File: config.mk
export PLATFORM = sky130hd
export DESIGN_NAME = flash_erase_seq
export DESIGN_NICKNAME = d
export VERILOG_FILES = /design/src/rtl/flash_erase_pkg.sv /design/src/rtl/flash_strobe_edge.sv /design/src/rtl/flash_blk_capture.sv /design/src/rtl/flash_erase_timer.sv /design/src/rtl/flash_erase_seq.sv
export SDC_FILE = /design/constraint.sdc
export NUM_CORES = 1
export LEC_CHECK = 0
export ABC_CLOCK_PERIOD_IN_PS = 3800
export CORE_MARGIN = 1
export CORE_UTILIZATION = 52
export DETAILED_ROUTE_END_ITERATION = 6
export PLACE_DENSITY = 0.92
export SYNTH_ARGS = -nofsm -noshare
export SYNTH_HDL_FRONTEND = slang
export SYNTH_HIERARCHICAL = 1
export SYNTH_SLANG_ARGS = --single-unit
File: constraint.sdc
create_clock -name clk -period 3.8 [get_ports clk]
set_clock_uncertainty 0.05 [all_clocks]
set_input_delay 0.57 -clock clk [delete_from_list [all_inputs] [get_ports clk]]
set_output_delay 0.57 -clock clk [all_outputs]
set_load 0.01 [all_outputs]
File: src/rtl/flash_erase_pkg.sv
package flash_erase_pkg;
   typedef enum logic [2:0] {
      ST_IDLE  = 3'd0,
      ST_SETUP = 3'd1,
      ST_ADR1  = 3'd2,
      ST_ADR2  = 3'd3,
      ST_BUSY  = 3'd4,
      ST_SUSP  = 3'd5
   } seq_state_t;

   localparam logic [7:0] OP_SETUP   = 8'h60;
   localparam logic [7:0] OP_CONFIRM = 8'hD0;
   localparam logic [7:0] OP_PAUSE   = 8'hB0;
   localparam logic [7:0] OP_ABORT   = 8'hFF;
   localparam logic [7:0] OP_STATUS  = 8'h70;

   localparam int STS_FAIL  = 0;
   localparam int STS_SUSP  = 5;
   localparam int STS_READY = 6;
endpackage

File: src/rtl/flash_strobe_edge.sv
module flash_strobe_edge #(
   parameter bit PIPE_IN = 1'b0
) (
   input  logic       clk,
   input  logic       rst_n,
   input  logic       stb_i,
   input  logic       cmd_i,
   input  logic       adr_i,
   input  logic [7:0] bus_i,
   output logic       cmd_p_o,
   output logic       adr_p_o,
   output logic [7:0] byte_o
);
   logic       stb_s, cmd_s, adr_s;
   logic [7:0] bus_s;
   logic       stb_q;

   generate
      if (PIPE_IN) begin : g_pipe
         always_ff @(posedge clk or negedge rst_n) begin
            if (!rst_n) begin
               stb_s <= 1'b0;
               cmd_s <= 1'b0;
               adr_s <= 1'b0;
               bus_s <= '0;
            end else begin
               stb_s <= stb_i;
               cmd_s <= cmd_i;
               adr_s <= adr_i;
               bus_s <= bus_i;
            end
         end
      end else begin : g_direct
         always_comb begin
            stb_s = stb_i;
            cmd_s = cmd_i;
            adr_s = adr_i;
            bus_s = bus_i;
         end
      end
   endgenerate

   always_ff @(posedge clk or negedge rst_n) begin
      if (!rst_n) stb_q <= 1'b0;
      else        stb_q <= stb_s;
   end

   logic rise;
   assign rise    = stb_s & ~stb_q;
   assign cmd_p_o = rise & cmd_s & ~adr_s;
   assign adr_p_o = rise & adr_s & ~cmd_s;
   assign byte_o  = bus_s;
endmodule

File: src/rtl/flash_blk_capture.sv
module flash_blk_capture #(
   parameter int BLK_W   = 10,
   parameter int LO_KEEP = 4
) (
   input  logic             clk,
   input  logic             rst_n,
   input  logic             take_lo_i,
   input  logic             take_hi_i,
   input  logic [7:0]       byte_i,
   output logic [BLK_W-1:0] blk_o
);
   localparam int HI_KEEP = BLK_W - LO_KEEP;

   logic [LO_KEEP-1:0] lo_q;
   logic [HI_KEEP-1:0] hi_q;

   initial begin
      assert (LO_KEEP >= 1 && LO_KEEP <= 8) else $error("LO_KEEP out of range");
      assert (HI_KEEP >= 1 && HI_KEEP <= 8) else $error("BLK_W does not fit two bytes");
   end

   always_ff @(posedge clk or negedge rst_n) begin
      if (!rst_n) begin
         lo_q <= '0;
         hi_q <= '0;
      end else begin
         if (take_lo_i) lo_q <= byte_i[7 -: LO_KEEP];
         if (take_hi_i) hi_q <= byte_i[HI_KEEP-1:0];
      end
   end

   assign blk_o = {hi_q, lo_q};
endmodule

File: src/rtl/flash_erase_timer.sv
module flash_erase_timer #(
   parameter int ERASE_CYC = 500000,
   parameter int CNT_W     = $clog2(ERASE_CYC + 1)
) (
   input  logic             clk,
   input  logic             rst_n,
   input  logic             load_i,
   input  logic             run_i,
   output logic [CNT_W-1:0] cnt_o,
   output logic             last_o
);
   localparam logic [CNT_W-1:0] LOAD_VAL = CNT_W'(ERASE_CYC);

   initial begin
      assert (ERASE_CYC >= 1) else $error("ERASE_CYC must be at least 1");
   end

   always_ff @(posedge clk or negedge rst_n) begin
      if (!rst_n)                    cnt_o <= '0;
      else if (load_i)               cnt_o <= LOAD_VAL;
      else if (run_i && cnt_o != '0) cnt_o <= cnt_o - 1'b1;
   end

   assign last_o = (cnt_o == CNT_W'(1));
endmodule

File: src/rtl/flash_erase_seq.sv
module flash_erase_seq
   import flash_erase_pkg::*;
#(
   parameter int BLK_W     = 10,
   parameter int LO_KEEP   = 4,
   parameter int ERASE_CYC = 500000,
   parameter bit PIPE_IN   = 1'b0
) (
   input  logic             clk,
   input  logic             rst_n,
   input  logic             wr_stb_i,
   input  logic             cmd_lat_i,
   input  logic             adr_lat_i,
   input  logic [7:0]       bus_i,
   input  logic [BLK_W-1:0] access_blk_i,
   output logic             ready_o,
   output logic [7:0]       status_o,
   output logic             erase_act_o,
   output logic             suspended_o,
   output logic [BLK_W-1:0] erase_blk_o,
   output logic             access_ok_o
);
   localparam int CNT_W = $clog2(ERASE_CYC + 1);

   seq_state_t       state_q;
   logic             fail_q;
   logic             cmd_p, adr_p;
   logic [7:0]       byte_v;
   logic             take_lo, take_hi, start, last;
   logic [CNT_W-1:0] cnt;

   flash_strobe_edge #(.PIPE_IN(PIPE_IN)) u_edge (
      .clk(clk), .rst_n(rst_n), .stb_i(wr_stb_i), .cmd_i(cmd_lat_i),
      .adr_i(adr_lat_i), .bus_i(bus_i), .cmd_p_o(cmd_p), .adr_p_o(adr_p),
      .byte_o(byte_v)
   );

   assign take_lo = adr_p && (state_q == ST_SETUP);
   assign take_hi = adr_p && (state_q == ST_ADR1);
   assign start   = cmd_p && (state_q == ST_ADR2) && (byte_v == OP_CONFIRM);

   flash_blk_capture #(.BLK_W(BLK_W), .LO_KEEP(LO_KEEP)) u_cap (
      .clk(clk), .rst_n(rst_n), .take_lo_i(take_lo), .take_hi_i(take_hi),
      .byte_i(byte_v), .blk_o(erase_blk_o)
   );

   flash_erase_timer #(.ERASE_CYC(ERASE_CYC), .CNT_W(CNT_W)) u_tmr (
      .clk(clk), .rst_n(rst_n), .load_i(start),
      .run_i(state_q == ST_BUSY), .cnt_o(cnt), .last_o(last)
   );

   always_ff @(posedge clk or negedge rst_n) begin
      if (!rst_n) begin
         state_q <= ST_IDLE;
         fail_q  <= 1'b0;
      end else begin
         case (state_q)
            ST_BUSY: begin
               if (cmd_p && byte_v == OP_ABORT) begin
                  state_q <= ST_IDLE;
                  fail_q  <= 1'b1;
               end else if (last) begin
                  state_q <= ST_IDLE;
                  fail_q  <= 1'b0;
               end else if (cmd_p && byte_v == OP_PAUSE) begin
                  state_q <= ST_SUSP;
               end
            end
            ST_SUSP: begin
               if (cmd_p && byte_v == OP_ABORT) begin
                  state_q <= ST_IDLE;
                  fail_q  <= 1'b1;
               end else if (cmd_p && byte_v == OP_CONFIRM) begin
                  state_q <= ST_BUSY;
               end
            end
            default: begin
               if (cmd_p) begin
                  if (byte_v == OP_ABORT) fail_q <= 1'b0;
                  if (start) begin
                     state_q <= ST_BUSY;
                     fail_q  <= 1'b0;
                  end else if (byte_v == OP_SETUP) begin
                     state_q <= ST_SETUP;
                  end else begin
                     state_q <= ST_IDLE;
                  end
               end else if (take_lo) begin
                  state_q <= ST_ADR1;
               end else if (take_hi) begin
                  state_q <= ST_ADR2;
               end
            end
         endcase
      end
   end

   assign ready_o     = (state_q != ST_BUSY);
   assign suspended_o = (state_q == ST_SUSP);
   assign erase_act_o = (state_q == ST_BUSY) || (state_q == ST_SUSP);

   always_comb begin
      status_o            = '0;
      status_o[STS_READY] = ready_o;
      status_o[STS_SUSP]  = suspended_o;
      status_o[STS_FAIL]  = fail_q;
   end

   always_comb begin
      if (state_q == ST_BUSY)      access_ok_o = 1'b0;
      else if (state_q == ST_SUSP) access_ok_o = (access_blk_i != erase_blk_o);
      else                         access_ok_o = 1'b1;
   end

   assert_start_busy_R2: assert property (@(posedge clk) disable iff (!rst_n)
      start |=> !ready_o);

   assert_susp_freeze_R7: assert property (@(posedge clk) disable iff (!rst_n)
      (state_q == ST_SUSP) |=> $stable(cnt));

   assert_busy_count_R4: assert property (@(posedge clk) disable iff (!rst_n)
      (state_q == ST_BUSY && !last && !(cmd_p && byte_v == OP_ABORT)) |=> (cnt == $past(cnt) - 1'b1));

   assert_blk_hold_R9: assert property (@(posedge clk) disable iff (!rst_n)
      (erase_act_o && $past(erase_act_o)) |-> $stable(erase_blk_o));

   assert_abort_fail_R10: assert property (@(posedge clk) disable iff (!rst_n)
      (cmd_p && byte_v == OP_ABORT && erase_act_o) |=> (ready_o && status_o[STS_FAIL] && !erase_act_o));

   always_comb begin
      if (rst_n && suspended_o && access_ok_o)
         assert_access_other_R11: assert (access_blk_i != erase_blk_o);
   end
endmodule

==> impl_summary.log, run 1 <==
INFO  metric setup_tns = 0 ns
INFO  metric crit_path_max_incr_delay = 0.49 ns
INFO  metric synthTopCellsByCount = 34 x sky130_fd_sc_hd__dfrtp_1, 17 x sky130_fd_sc_hd__nor2_1, 16 x sky130_fd_sc_hd__buf_4, 11 x sky130_fd_sc_hd__a21oi_1
INFO  metric dieHeight = roughly 68 um
INFO  metric critical_path_class = in -> out
INFO  metric antenna-diode-count = 0
INFO  metric grt_start_max_net_pins = 35
INFO  metric dr_total_vias = 1,783
INFO  metric synth_warnings = 6
INFO  metric fp-row-count = 23
INFO  metric cts_tree = yes
INFO  metric cell_internal_pwr = 746 uW
INFO  metric growth_of_design_area_from_synthesis_to_finish = 18.5%
INFO  metric crit_fanout = 1
INFO  metric nNetsFinal = 285
INFO  metric drt.antenna.violating_nets = 0
INFO  metric worst_setup_hold_path_clk_slew = 0.07 ns
INFO  metric wirelength = 4500 um
INFO  metric floorplan.die.width = around 70 um
INFO  metric cts-root-to-sink-buffers = 2
INFO  metric leakage = 1.11 nW
INFO  metric combPwrFrac = 27.3%
INFO  metric seq_area_frac_synth = 37.0%
INFO  metric worst-slew-pin-transition = about 0.9 ns
INFO  metric setup_ws = 0.994 ns
INFO  metric path_cells = clkdlybuf4s50_1 > xnor2_1 > nand4_1 > nor4_1 > a21oi_1 > clkdlybuf4s50_1
INFO  metric fmaxAchievable = 0.356 GHz
INFO  metric first_iter_violations = between 100 and 150
INFO  metric final_max_slew_viol_count = 0
INFO  metric drtPass1Iterations = 4
INFO  metric cp_data_arrival_time = 2.19 ns
INFO  metric clockRootBuffer = sky130_fd_sc_hd__clkbuf_8
INFO  metric initial_core_util = 55.8%
INFO  metric post_drt_wl_per_cell = 14.5 um
INFO  metric grt_first_pass_wirelength = approximately 7400 um
INFO  metric clock_power_share = a little over a quarter
INFO  metric preCtsSetupSlack = slightly below 0.9 ns
INFO  metric post-route-drc-count = 0
INFO  metric ys_async_sr_fraction = between 90% and 100%
INFO  metric power.net_switching = 297 uW
INFO  metric cts_resized = 0
INFO  metric power = about 1.0 mW
INFO  metric timing.critical_path.slowest_stage_cell = sky130_fd_sc_hd__clkdlybuf4s50_1
INFO  metric switching_share_of_power = between 20% and 30%
INFO  metric gr-total-overflow = 0
INFO  metric synthCells = 229
INFO  metric synth.largest_area_cell = sky130_fd_sc_hd__dfrtp_1
INFO  metric cts_post_setup_buffers_inserted = 0
INFO  metric core_area = 4120 sq um
INFO  metric postLayoutCoreUtil = roughly 66%
INFO  metric cts-hold-fix-buffers = 0
INFO  metric placement.io_buffers = 39
INFO  metric worst_ir_drop_on_vdd = 0.000224 V
INFO  metric min_period = 2.81 ns
INFO  metric rsz_0062_raised_after_global_routing = false
INFO  metric cts.sinks = 34
INFO  metric maxSlewHeadroom = 39.8%
INFO  metric ys.flop_type = sky130_fd_sc_hd__dfrtp_1
INFO  metric synth.cell_area = 2300 sq um
INFO  metric synth.distinct_cells = between 50 and 60
INFO  metric yosys-top-cells-area = sky130_fd_sc_hd__dfrtp_1 37%, sky130_fd_sc_hd__buf_4 5.2%, sky130_fd_sc_hd__mux2_2 4.4%, sky130_fd_sc_hd__mux2_4 3.9%, sky130_fd_sc_hd__nor2_1 2.8%
INFO  metric antenna_violations_before_repair = 0
INFO  metric timing.final.hold_violations = 0
INFO  metric synthMostInstantiatedCell = sky130_fd_sc_hd__dfrtp_1
INFO  metric setup_viol_count_final = 0
INFO  metric via_density_per_instance = roughly 5.7
INFO  metric synth.top_cell.area_share = between 30% and 40%
INFO  metric die_area = around 4700 sq um
INFO  metric finalCritPeriodShare = 73.8%
INFO  metric power.density = 383 nW/um^2
INFO  metric number_of_global_route_vias_before_repair = around 1,600
INFO  metric drive_above_1_share = 17.6%
INFO  metric maxCapViolCount = 0
INFO  metric synth_edf_count = 0
INFO  metric top_level_ports = 45
INFO  metric clock_latency = 0.29 ns
INFO  metric min-delay-path-class = reg -> reg
INFO  metric cp-start-kind = input pin
INFO  metric share_seq_of_total_power = 45.7%
INFO  metric status = complete, no violations
INFO  metric clock_tree.htree_level_count = 2
INFO  metric timing.critical_path.to_type = output port
INFO  metric gp_routability_congestion = 0.813
INFO  metric cp.required = about 3.2 ns
INFO  metric place.detailed.instances = 303
INFO  metric detailedPlacementHpwl = 3300 um
INFO  metric grt_usage = between 20 and 25%
INFO  metric cts_made_buffers = 5
INFO  metric post_synth.cell_area_avg = 10.0 sq um
INFO  metric final_cells = 311
INFO  metric crit_path_frequent_cell = sky130_fd_sc_hd__clkdlybuf4s50_1
INFO  metric ys_ff_latch = 34
==> layout by cell type, fill, tap and decap left out, types with 4 or more instances in the layout <==
cell / netlist / layout
sky130_fd_sc_hd__xor2_1: 6 / 6
sky130_fd_sc_hd__mux2_2: 9 / 9
sky130_fd_sc_hd__a21oi_1: 11 / 11
sky130_fd_sc_hd__conb_1: 1 / 5
sky130_fd_sc_hd__nand2_1: 8 / 8
sky130_fd_sc_hd__dfrtp_1: 34 / 34
sky130_fd_sc_hd__inv_1: 7 / 7
sky130_fd_sc_hd__nor2b_1: 9 / 9
sky130_fd_sc_hd__clkdlybuf4s50_1: 0 / 39
sky130_fd_sc_hd__o21ai_0: 6 / 6
sky130_fd_sc_hd__nor2_1: 17 / 17
sky130_fd_sc_hd__mux2_4: 6 / 6
sky130_fd_sc_hd__or4_1: 4 / 4
sky130_fd_sc_hd__mux2i_1: 4 / 4
sky130_fd_sc_hd__nand3_1: 4 / 4
sky130_fd_sc_hd__clkbuf_8: 0 / 6
sky130_fd_sc_hd__or3_1: 7 / 7
sky130_fd_sc_hd__buf_4: 16 / 5
sky130_fd_sc_hd__xnor2_1: 4 / 4
sky130_fd_sc_hd__nor4_1: 9 / 9
==> layout make-up <==
class / count / area [sq um]
Multi-Input combinational cell: 166 / 1250
Timing Repair Buffer: 44 / 428
Fill cell: 307 / 1390
Clock buffer: 7 / 86.3
Sequential cell: 34 / 851
Tap cell: 50 / 62.6
Inverter: 9 / 33.8
Clock inverter: 1 / 5.00
==> metal layers <==
layer	global-route usage (%)	vias up	routed length, um
li1	-	870	-
met1	28.7	868	2110
met2	33.6	38	2140
met3	6.17	7	149
met4	10.7	0	102
met5	0	-	0
==> sequential cells by signal, indices dropped and copies added, names as in the netlist <==
name          count
u_cap/hi_q        6
u_tmr/cnt_o      19
u_edge/stb_q      1
state_q           3
u_cap/lo_q        4
fail_q            1
==> worst max-delay path, delay by kind of cell <==
| kind | cells | cell delay (ns) |
|---|---|---|
| AND/OR/NAND/NOR | 2 | 0.40 |
| buffers and inverters | 2 | 0.97 |
| AO/OA/AOI/OAI | 1 | 0.12 |
| XOR/XNOR | 1 | 0.13 |
==> power groups by stage <==
stage	clock, mW	combinational [mW]	sequential, mW
after floorplan	0	0.149	0.485
after global placement	0	0.279	0.479
after detailed placement	0	0.286	0.483
after CTS	0.287	0.288	0.477
after global routing	0.308	0.306	0.485
final	0.281	0.285	0.476
==> through the flow <==
step	hold WS, ns	cell area (sq um)
3_5_place_dp	0.480	2630
5_1_grt	0.527	2720
3_3_place_gp	0.465	2630
4_1_cts	0.494	2720
6_report	0.499	2720
2_1_floorplan	0.224	2310
==> kinds of logic after synthesis <==
group           after synthesis  share of synthesized area (%)
xor+xnor                     10                           3.81
compound gates               34                           10.3
mux                          22                           11.5
flops                        34                           37.0
buf+inv                      33                           8.99
fa+ha+maj                     2                           1.09
simple gates                 93                           27.1
other cells                   1                          0.163
==> worst paths after layout <==
| kind | startpoint | endpoint | slack, ns | cells past startpoint |
|---|---|---|---|---|
| worst min-delay path | fail_q$_DFFE_PN0P_ | fail_q$_DFFE_PN0P_ | 0.50 | 2 |
| max in group asynchronous | rst_n | u_tmr/cnt_o[16]$_DFFE_PN0P_ | 2.77 | 2 |
| min in group asynchronous | rst_n | u_cap/hi_q[4]$_DFFE_PN0P_ | 0.63 | 2 |
| worst max-delay path | access_blk_i[4] | access_ok_o | 0.99 | 6 |
| worst min register to register | fail_q$_DFFE_PN0P_ | fail_q$_DFFE_PN0P_ | 0.50 | 2 |
| worst max register to register | u_tmr/cnt_o[8]$_DFFE_PN0P_ | state_q[0]$_DFFE_PN0P_ | 1.08 | 6 |
(Power assumes the default switching activity.)
==> run 2, diff against run 1 <==
--- a/config.mk
+++ b/config.mk
@@ -5,11 +5,11 @@
 export SDC_FILE = /design/constraint.sdc
 export NUM_CORES = 1
 export LEC_CHECK = 0
-export ABC_CLOCK_PERIOD_IN_PS = 3800
+export ABC_CLOCK_PERIOD_IN_PS = 2400
 export CORE_MARGIN = 1
-export CORE_UTILIZATION = 52
+export CORE_UTILIZATION = 47
 export DETAILED_ROUTE_END_ITERATION = 6
-export PLACE_DENSITY = 0.92
+export PLACE_DENSITY = 0.89
 export SYNTH_ARGS = -nofsm -noshare
 export SYNTH_HDL_FRONTEND = slang
 export SYNTH_HIERARCHICAL = 1
==> constraint.sdc (replaced) <==
create_clock -name clk -period 2.4 [get_ports clk]
set_clock_uncertainty 0.05 [all_clocks]
set_input_delay 0.36 -clock clk [delete_from_list [all_inputs] [get_ports clk]]
set_output_delay 0.36 -clock clk [all_outputs]
set_load 0.01 [all_outputs]
==> impl_summary.log, run 2 (synthesis results as in run 1) <==
INFO  metric power.net_switching = 451 uW (was 297 uW)
INFO  metric grt_first_pass_wirelength = 8290 um (was 7380 um)
INFO  metric power.density = 549 nW/um^2 (was 383 nW/um^2)
INFO  metric clock_tree.htree_level_count = 2 (unchanged)
INFO  metric drtPass1Iterations = 4 (unchanged)
INFO  metric reg2regPathDepth = 5 (was 6)
INFO  metric share_seq_of_total_power = 45.9% (was 45.7%)
INFO  metric cts-hold-fix-buffers = 0 (unchanged)
INFO  metric top_level_ports = 45 (unchanged)
INFO  metric min_period = 2.40 ns
INFO  metric post-route-drc-count = 0 (unchanged)
INFO  metric gp_routability_congestion = 0.920 (was 0.813)
INFO  metric timing.final.hold_violations = 0 (unchanged)
INFO  metric timing.critical_path.to_type = register (was output port)
INFO  metric combPwrFrac = 30.3% (was 27.3%)
INFO  metric power = 1.62 mW (was 1.04 mW)
INFO  metric setup_viol_count_final = 1 (was 0)
INFO  metric worst_ir_drop_on_vdd = 0.000387 V (was 0.000224 V)
INFO  metric largest_registers = u_tmr/cnt_o: 19 flops, u_cap/hi_q: 6 flops, u_cap/lo_q: 4 flops (unchanged)
INFO  metric dieHeight = 71.9 um (was 68.5 um)
INFO  metric initial_core_util = 48.6% (was 55.8%)
INFO  metric clock_latency = 0.27 ns (was 0.29 ns)
INFO  metric core_area = 4720 sq um (was 4120 sq um)
INFO  metric status = finished, violations left (was complete, no violations)
INFO  metric drive_above_1_share = 25.6% (was 17.6%)
INFO  metric failed_checks = setup timing
INFO  metric floorplan.die.width = 71.9 um (was 68.5 um)
INFO  metric growth_of_design_area_from_synthesis_to_finish = 28.2% (was 18.5%)
INFO  metric dr_total_vias = 1,878 (was 1,783)
INFO  metric fmaxAchievable = 0.416 GHz
INFO  metric nNetsFinal = 306 (was 285)
INFO  metric drt.antenna.violating_nets = 0 (unchanged)
INFO  metric cp_data_arrival_time = 2.51 ns (was 2.19 ns)
INFO  metric largest_register_by_flop_count = u_tmr/cnt_o (unchanged)
INFO  metric grt_start_max_net_pins = 35 (unchanged)
INFO  metric gr-total-overflow = 0 (unchanged)
INFO  metric detailedPlacementHpwl = 3620 um (was 3300 um)
INFO  metric r2r_start = u_tmr/cnt_o[11]$_DFFE_PN0P_ (was u_tmr/cnt_o[8]$_DFFE_PN0P_)
INFO  metric fp-row-count = 25 (was 23)
INFO  metric switching_share_of_power = 27.9% (was 28.5%)
INFO  metric number_of_global_route_vias_before_repair = 1,922 (was 1,639)
INFO  metric cts.sinks = 34 (unchanged)
INFO  metric clockRootBuffer = sky130_fd_sc_hd__clkbuf_8 (unchanged)
INFO  metric cell_internal_pwr = 1.17 mW (was 746 uW)
INFO  metric post_drt_wl_per_cell = 14.1 um (was 14.5 um)
INFO  metric first_iter_violations = 74 (was 102)
INFO  metric cts_tree = yes (unchanged)
INFO  metric worst_setup_hold_path_clk_slew = 0.06 ns (was 0.07 ns)
INFO  metric final_cell_mix = 38 x sky130_fd_sc_hd__clkdlybuf4s50_1, 34 x sky130_fd_sc_hd__dfrtp_1, 25 x sky130_fd_sc_hd__buf_4 (was 39 x sky130_fd_sc_hd__clkdlybuf4s50_1, 34 x sky130_fd_sc_hd__dfrtp_1, 17 x sky130_fd_sc_hd__nor2_1)
INFO  metric antenna-diode-count = 0 (unchanged)
INFO  metric cts-root-to-sink-buffers = 2 (unchanged)
INFO  metric final_max_slew_viol_count = 0 (unchanged)
INFO  metric cp.required = 2.51 ns (was 3.18 ns)
INFO  metric setup_ws = -0.00498 ns (was 0.994 ns)
INFO  metric placement.io_buffers = 39 (unchanged)
INFO  metric most_common_cell_after_layout_fill_and_taps_aside = sky130_fd_sc_hd__clkdlybuf4s50_1 (unchanged)
INFO  metric min-delay-path-class = in -> async (was reg -> reg)
INFO  metric r2r-end = u_tmr/cnt_o[0]$_DFFE_PN0P_ (was state_q[0]$_DFFE_PN0P_)
INFO  metric rsz_0062_raised_after_global_routing = true (was false)
INFO  metric finalCritPeriodShare = 100%
INFO  metric maxCapViolCount = 0 (unchanged)
INFO  metric die_area = 5170 sq um (was 4690 sq um)
INFO  metric critical_path_class = reg -> reg (was in -> out)
INFO  metric cp-start-kind = register (was input pin)
INFO  metric antenna_violations_before_repair = 0 (unchanged)
INFO  metric clock_power_share = 23.8% (was 27.0%)
INFO  metric postLayoutCoreUtil = 62.3% (was 66.1%)
INFO  metric leakage = 1.23 nW (was 1.11 nW)
INFO  metric reg2reg_setup_slack = -0.005 ns (was 1.08 ns)
INFO  metric layout.filler_cells = 373 (was 307)
INFO  metric wirelength = 4910 um (was 4500 um)
INFO  metric max_ffs_per_register = 19 (unchanged)
INFO  metric cts_made_buffers = 5 (unchanged)
INFO  metric crit_fanout = 4 (was 1)
INFO  metric via_density_per_instance = 5.40 (was 5.73)
INFO  metric grt_usage = 20.2% (was 22.1%)
## run 2: power by group through the flow
stage	clock network (mW)	registers (mW)	logic, mW
finish	0.384	0.743	0.490
global route	0.420	0.758	0.531
CTS	0.394	0.744	0.494
detailed placement	0	0.748	0.491
global placement	0	0.748	0.479
floorplan	0	0.768	0.240
## run 2: per-stage QoR
step | worst slack, ns | hold slack, ns | TNS (ns) | std cells | cell area [sq um]
floorplan | 0.00366 | 0.0144 | 0 | 233 | 2340
global placement | 0.0926 | 0.482 | 0 | 338 | 2830
detailed placement | 0.0132 | 0.482 | 0 | 338 | 2830
CTS | 0.0124 | 0.468 | 0 | 345 | 2910
global route | -0.0598 | 0.477 | -0.135 | 348 | 2940
finish | -0.00498 | 0.454 | -0.00498 | 348 | 2940
## run 2: repair_timing
| item | in CTS | in global routing |
|---|---|---|
| gates resized for setup | 2 | 3 |
| cloned | 0 | 0 |
| endpoints found under the setup margin | 2 | 5 |
| buffers inserted | 0 | 3 |
| pin swaps | 0 | 2 |
## run 2: how the worst max path moves through the flow
stage / to / startpoint / slack (ns)
after detailed placement: fail_q$_DFFE_PN0P_ / u_tmr/cnt_o[6]$_DFFE_PN0P_ / 0.01
final: u_tmr/cnt_o[0]$_DFFE_PN0P_ / u_tmr/cnt_o[11]$_DFFE_PN0P_ / -0.005
after floorplan: u_tmr/cnt_o[11]$_DFFE_PN0P_ / state_q[1]$_DFFE_PN0P_ / 0.004
after global placement: fail_q$_DFFE_PN0P_ / u_tmr/cnt_o[6]$_DFFE_PN0P_ / 0.09
after CTS: fail_q$_DFFE_PN0P_ / u_tmr/cnt_o[4]$_DFFE_PN0P_ / 0.01
after global routing: fail_q$_DFFE_PN0P_ / u_tmr/cnt_o[3]$_DFFE_PN0P_ / -0.06
## run 2: cell type report
type                            count  area [sq um]  area share (%)
Multi-Input combinational cell    166          1300            44.2
Tap cell                           67          83.8            2.85
Inverter                            9          33.8            1.15
Clock buffer                        7          76.3            2.59
Sequential cell                    34           851            28.9
Timing Repair Buffer               65           597            20.3
## run 2: worst max-delay path, stage by stage, from the launching register on
cell	delay, ns
sky130_fd_sc_hd__dfrtp_1	0.40
sky130_fd_sc_hd__or4_4	0.55
sky130_fd_sc_hd__or4_4	0.54
sky130_fd_sc_hd__buf_4	0.17
sky130_fd_sc_hd__o41ai_4	0.25
sky130_fd_sc_hd__mux2_4	0.33
## run 2: metal layers
metal | part of all wire (%) | track usage (%)
met1 | 42 | 23.4
met2 | 51 | 37.6
met3 | 4.7 | 4.03
met4 | 1.6 | 6.10
met5 | 0 | 0
==> run 3, diff against run 2 <==
--- a/config.mk
+++ b/config.mk
@@ -14,3 +14,4 @@
 export SYNTH_HDL_FRONTEND = slang
 export SYNTH_HIERARCHICAL = 1
 export SYNTH_SLANG_ARGS = --single-unit
+export TNS_END_PERCENT = 50
==> impl_summary.log, run 3 (synthesis results as in run 1) <==
INFO  metric antenna-diode-count = 0 (unchanged)
INFO  metric clock_tree.htree_level_count = 2 (unchanged)
INFO  metric cts-hold-fix-buffers = 0 (unchanged)
INFO  metric final_max_slew_viol_count = 0 (unchanged)
INFO  metric gp_routability_congestion = 0.932 (was 0.920)
INFO  metric cp.required = 2.52 ns (was 2.51 ns)
INFO  metric nNetsFinal = 308 (was 306)
INFO  metric die_area = 5170 sq um (unchanged)
INFO  metric grt_usage = 21.7% (was 20.2%)
INFO  metric final_cell_mix = 39 x sky130_fd_sc_hd__clkdlybuf4s50_1, 34 x sky130_fd_sc_hd__dfrtp_1, 27 x sky130_fd_sc_hd__buf_4 (was 38 x sky130_fd_sc_hd__clkdlybuf4s50_1, 34 x sky130_fd_sc_hd__dfrtp_1, 25 x sky130_fd_sc_hd__buf_4)
INFO  metric first_iter_violations = 97 (was 74)
INFO  metric r2r-end = u_tmr/cnt_o[0]$_DFFE_PN0P_ (unchanged)
INFO  metric cts_made_buffers = 5 (unchanged)
INFO  metric gr-total-overflow = 0 (unchanged)
INFO  metric detailed_place.area = 2840 sq um (was 2830 sq um)
INFO  metric dieHeight = 71.9 um (unchanged)
INFO  metric antenna_violations_before_repair = 0 (unchanged)
INFO  metric preCtsSetupSlack = 0.0209 ns (was 0.0132 ns)
INFO  metric crit_fanout = 5 (was 4)
INFO  metric cp_data_arrival_time = 2.49 ns (was 2.51 ns)
INFO  metric final_area = 3000 sq um (was 2940 sq um)
INFO  metric fp-row-count = 25 (unchanged)
INFO  metric r2r_start = u_tmr/cnt_o[6]$_DFFE_PN0P_ (was u_tmr/cnt_o[11]$_DFFE_PN0P_)
INFO  metric timing.critical_path.to_type = register (unchanged)
INFO  metric worst_ir_drop_on_vdd = 0.000708 V (was 0.000387 V)
INFO  metric largest_register_by_flop_count = u_tmr/cnt_o (unchanged)
INFO  metric status = complete, no violations (was finished, violations left)
INFO  metric finalCritPeriodShare = 98.9% (was 100%)
INFO  metric clock_latency = 0.30 ns (was 0.27 ns)
INFO  metric worst_setup_hold_path_clk_slew = 0.07 ns (was 0.06 ns)
INFO  metric min-delay-path-class = in -> async (unchanged)
INFO  metric clockRootBuffer = sky130_fd_sc_hd__clkbuf_8 (unchanged)
INFO  metric post-route-drc-count = 0 (unchanged)
INFO  metric growth_of_design_area_from_synthesis_to_finish = 30.4% (was 28.2%)
INFO  metric layout.area.seq = 851 sq um (unchanged)
INFO  metric placement.io_buffers = 39 (unchanged)
INFO  metric setup_viol_count_final = 0 (was 1)
INFO  metric setup_ws = 0.0275 ns (was -0.00498 ns)
INFO  metric via_density_per_instance = 5.44 (was 5.40)
INFO  metric dr_total_vias = 1,908 (was 1,878)
INFO  metric grt_start_max_net_pins = 35 (unchanged)
INFO  metric grt_first_pass_wirelength = 8630 um (was 8290 um)
INFO  metric max_ffs_per_register = 19 (unchanged)
INFO  metric post_drt_wl_per_cell = 14.7 um (was 14.1 um)
INFO  metric detailedPlacementHpwl = 3780 um (was 3620 um)
INFO  metric power.density = 581 nW/um^2 (was 549 nW/um^2)
INFO  metric multi_input_comb_area = 1310 sq um (was 1300 sq um)
INFO  metric top_level_ports = 45 (unchanged)
INFO  metric worst_setup_path_endpoint = u_tmr/cnt_o[0]$_DFFE_PN0P_ (unchanged)
INFO  metric drive_above_1_share = 27.1% (was 25.6%)
INFO  metric fmaxAchievable = 0.422 GHz (was 0.416 GHz)
INFO  metric power = 1.74 mW (was 1.62 mW)
INFO  metric critical_path.startpoint = u_tmr/cnt_o[6]$_DFFE_PN0P_ (was u_tmr/cnt_o[11]$_DFFE_PN0P_)
INFO  metric core_area = 4720 sq um (unchanged)
INFO  metric maxCapViolCount = 0 (unchanged)
INFO  metric floorplan.die.width = 71.9 um (unchanged)
INFO  metric cts.sinks = 34 (unchanged)
INFO  metric drt.antenna.violating_nets = 0 (unchanged)
INFO  metric min_period = 2.37 ns (was 2.40 ns)
INFO  metric cts_tree = yes (unchanged)
INFO  metric leakage = 1.26 nW (was 1.23 nW)
INFO  metric layout.filler_cells = 377 (was 373)
INFO  metric wirelength = 5150 um (was 4910 um)
INFO  metric most_common_cell_after_layout_fill_and_taps_aside = sky130_fd_sc_hd__clkdlybuf4s50_1 (unchanged)
INFO  metric critical_path_class = reg -> reg (unchanged)
INFO  metric largest_registers = u_tmr/cnt_o: 19 flops, u_cap/hi_q: 6 flops, u_cap/lo_q: 4 flops (unchanged)
INFO  metric initial_core_util = 48.6% (unchanged)
INFO  metric cp-start-kind = register (unchanged)
INFO  metric drtPass1Iterations = 4 (unchanged)
INFO  metric timing.final.hold_violations = 0 (unchanged)
INFO  metric rsz_0062_raised_after_global_routing = true (unchanged)
INFO  metric reg2regPathDepth = 4 (was 5)
INFO  metric cts-root-to-sink-buffers = 2 (unchanged)
INFO  metric setup_tns = 0 ns (was -0.00498 ns)
INFO  metric number_of_global_route_vias_before_repair = 1,937 (was 1,922)
INFO  metric reg2reg_setup_slack = 0.03 ns (was -0.005 ns)
INFO  metric hold_ws = 0.433 ns (was 0.454 ns)
[run 3: worst max-delay path, cell delays in order, from the launching register on]
cell and delay (ns):
sky130_fd_sc_hd__dfrtp_1 0.38, sky130_fd_sc_hd__or4_4 0.54, sky130_fd_sc_hd__or4_4 0.59, sky130_fd_sc_hd__o41ai_4 0.33, sky130_fd_sc_hd__mux2_1 0.35
[run 3: power by group]
part | switching, mW | leakage, nW | internal (mW)
Sequential | 0.0860 | 0.403 | 0.656
Clock | 0.217 | 0.0575 | 0.290
Combinational | 0.183 | 0.798 | 0.310
[run 3: layout make-up]
cell class              count  share of cell area (%)
multi-input cells         166                    43.5
repair buffers             67                    20.5
flip-flops and latches     34                    28.4
clock buffers               8                    3.67
inverters                   9                    1.13
well taps                  67                    2.80
[run 3: timing repair]
item                       4_1_cts  5_1_grt
resized for setup                0        4
pin swaps                        1        4
setup endpoints to repair        1        7
setup buffers                    0        4
[run 3: worst min-delay path by stage]
stage / endpoint / slack, ns / startpoint / depth (start not counted)
6_report: u_tmr/cnt_o[2]$_DFFE_PN0P_ / 0.43 / rst_n / 2
5_1_grt: u_tmr/cnt_o[2]$_DFFE_PN0P_ / 0.47 / rst_n / 2
3_5_place_dp: u_cap/lo_q[1]$_DFFE_PN0P_ / 0.49 / u_cap/lo_q[1]$_DFFE_PN0P_ / 1
3_3_place_gp: u_tmr/cnt_o[17]$_DFFE_PN0P_ / 0.48 / u_tmr/cnt_o[17]$_DFFE_PN0P_ / 2
4_1_cts: u_tmr/cnt_o[5]$_DFFE_PN0P_ / 0.45 / rst_n / 2
2_1_floorplan: fail_q$_DFFE_PN0P_ / 0.01 / rst_n / 0
[run 3: per-layer routing]
| metal | track usage, % | vias up | part of all wire [%] |
|---|---|---|---|
| met2 | 38.7 | 53 | 53 |
| met4 | 10.2 | 0 | 1.7 |
| met3 | 6.11 | 11 | 5.0 |
| met5 | 0 | - | 0 |
| li1 | - | 918 | - |
| met1 | 23.9 | 926 | 40 |
[run 3: metrics by stage]
stage | cells | util, %
2_1_floorplan | 233 | -
3_3_place_gp | 339 | 60.1
3_5_place_dp | 339 | 60.1
4_1_cts | 347 | 62.4
5_1_grt | 351 | 63.4
6_report | 351 | 63.4
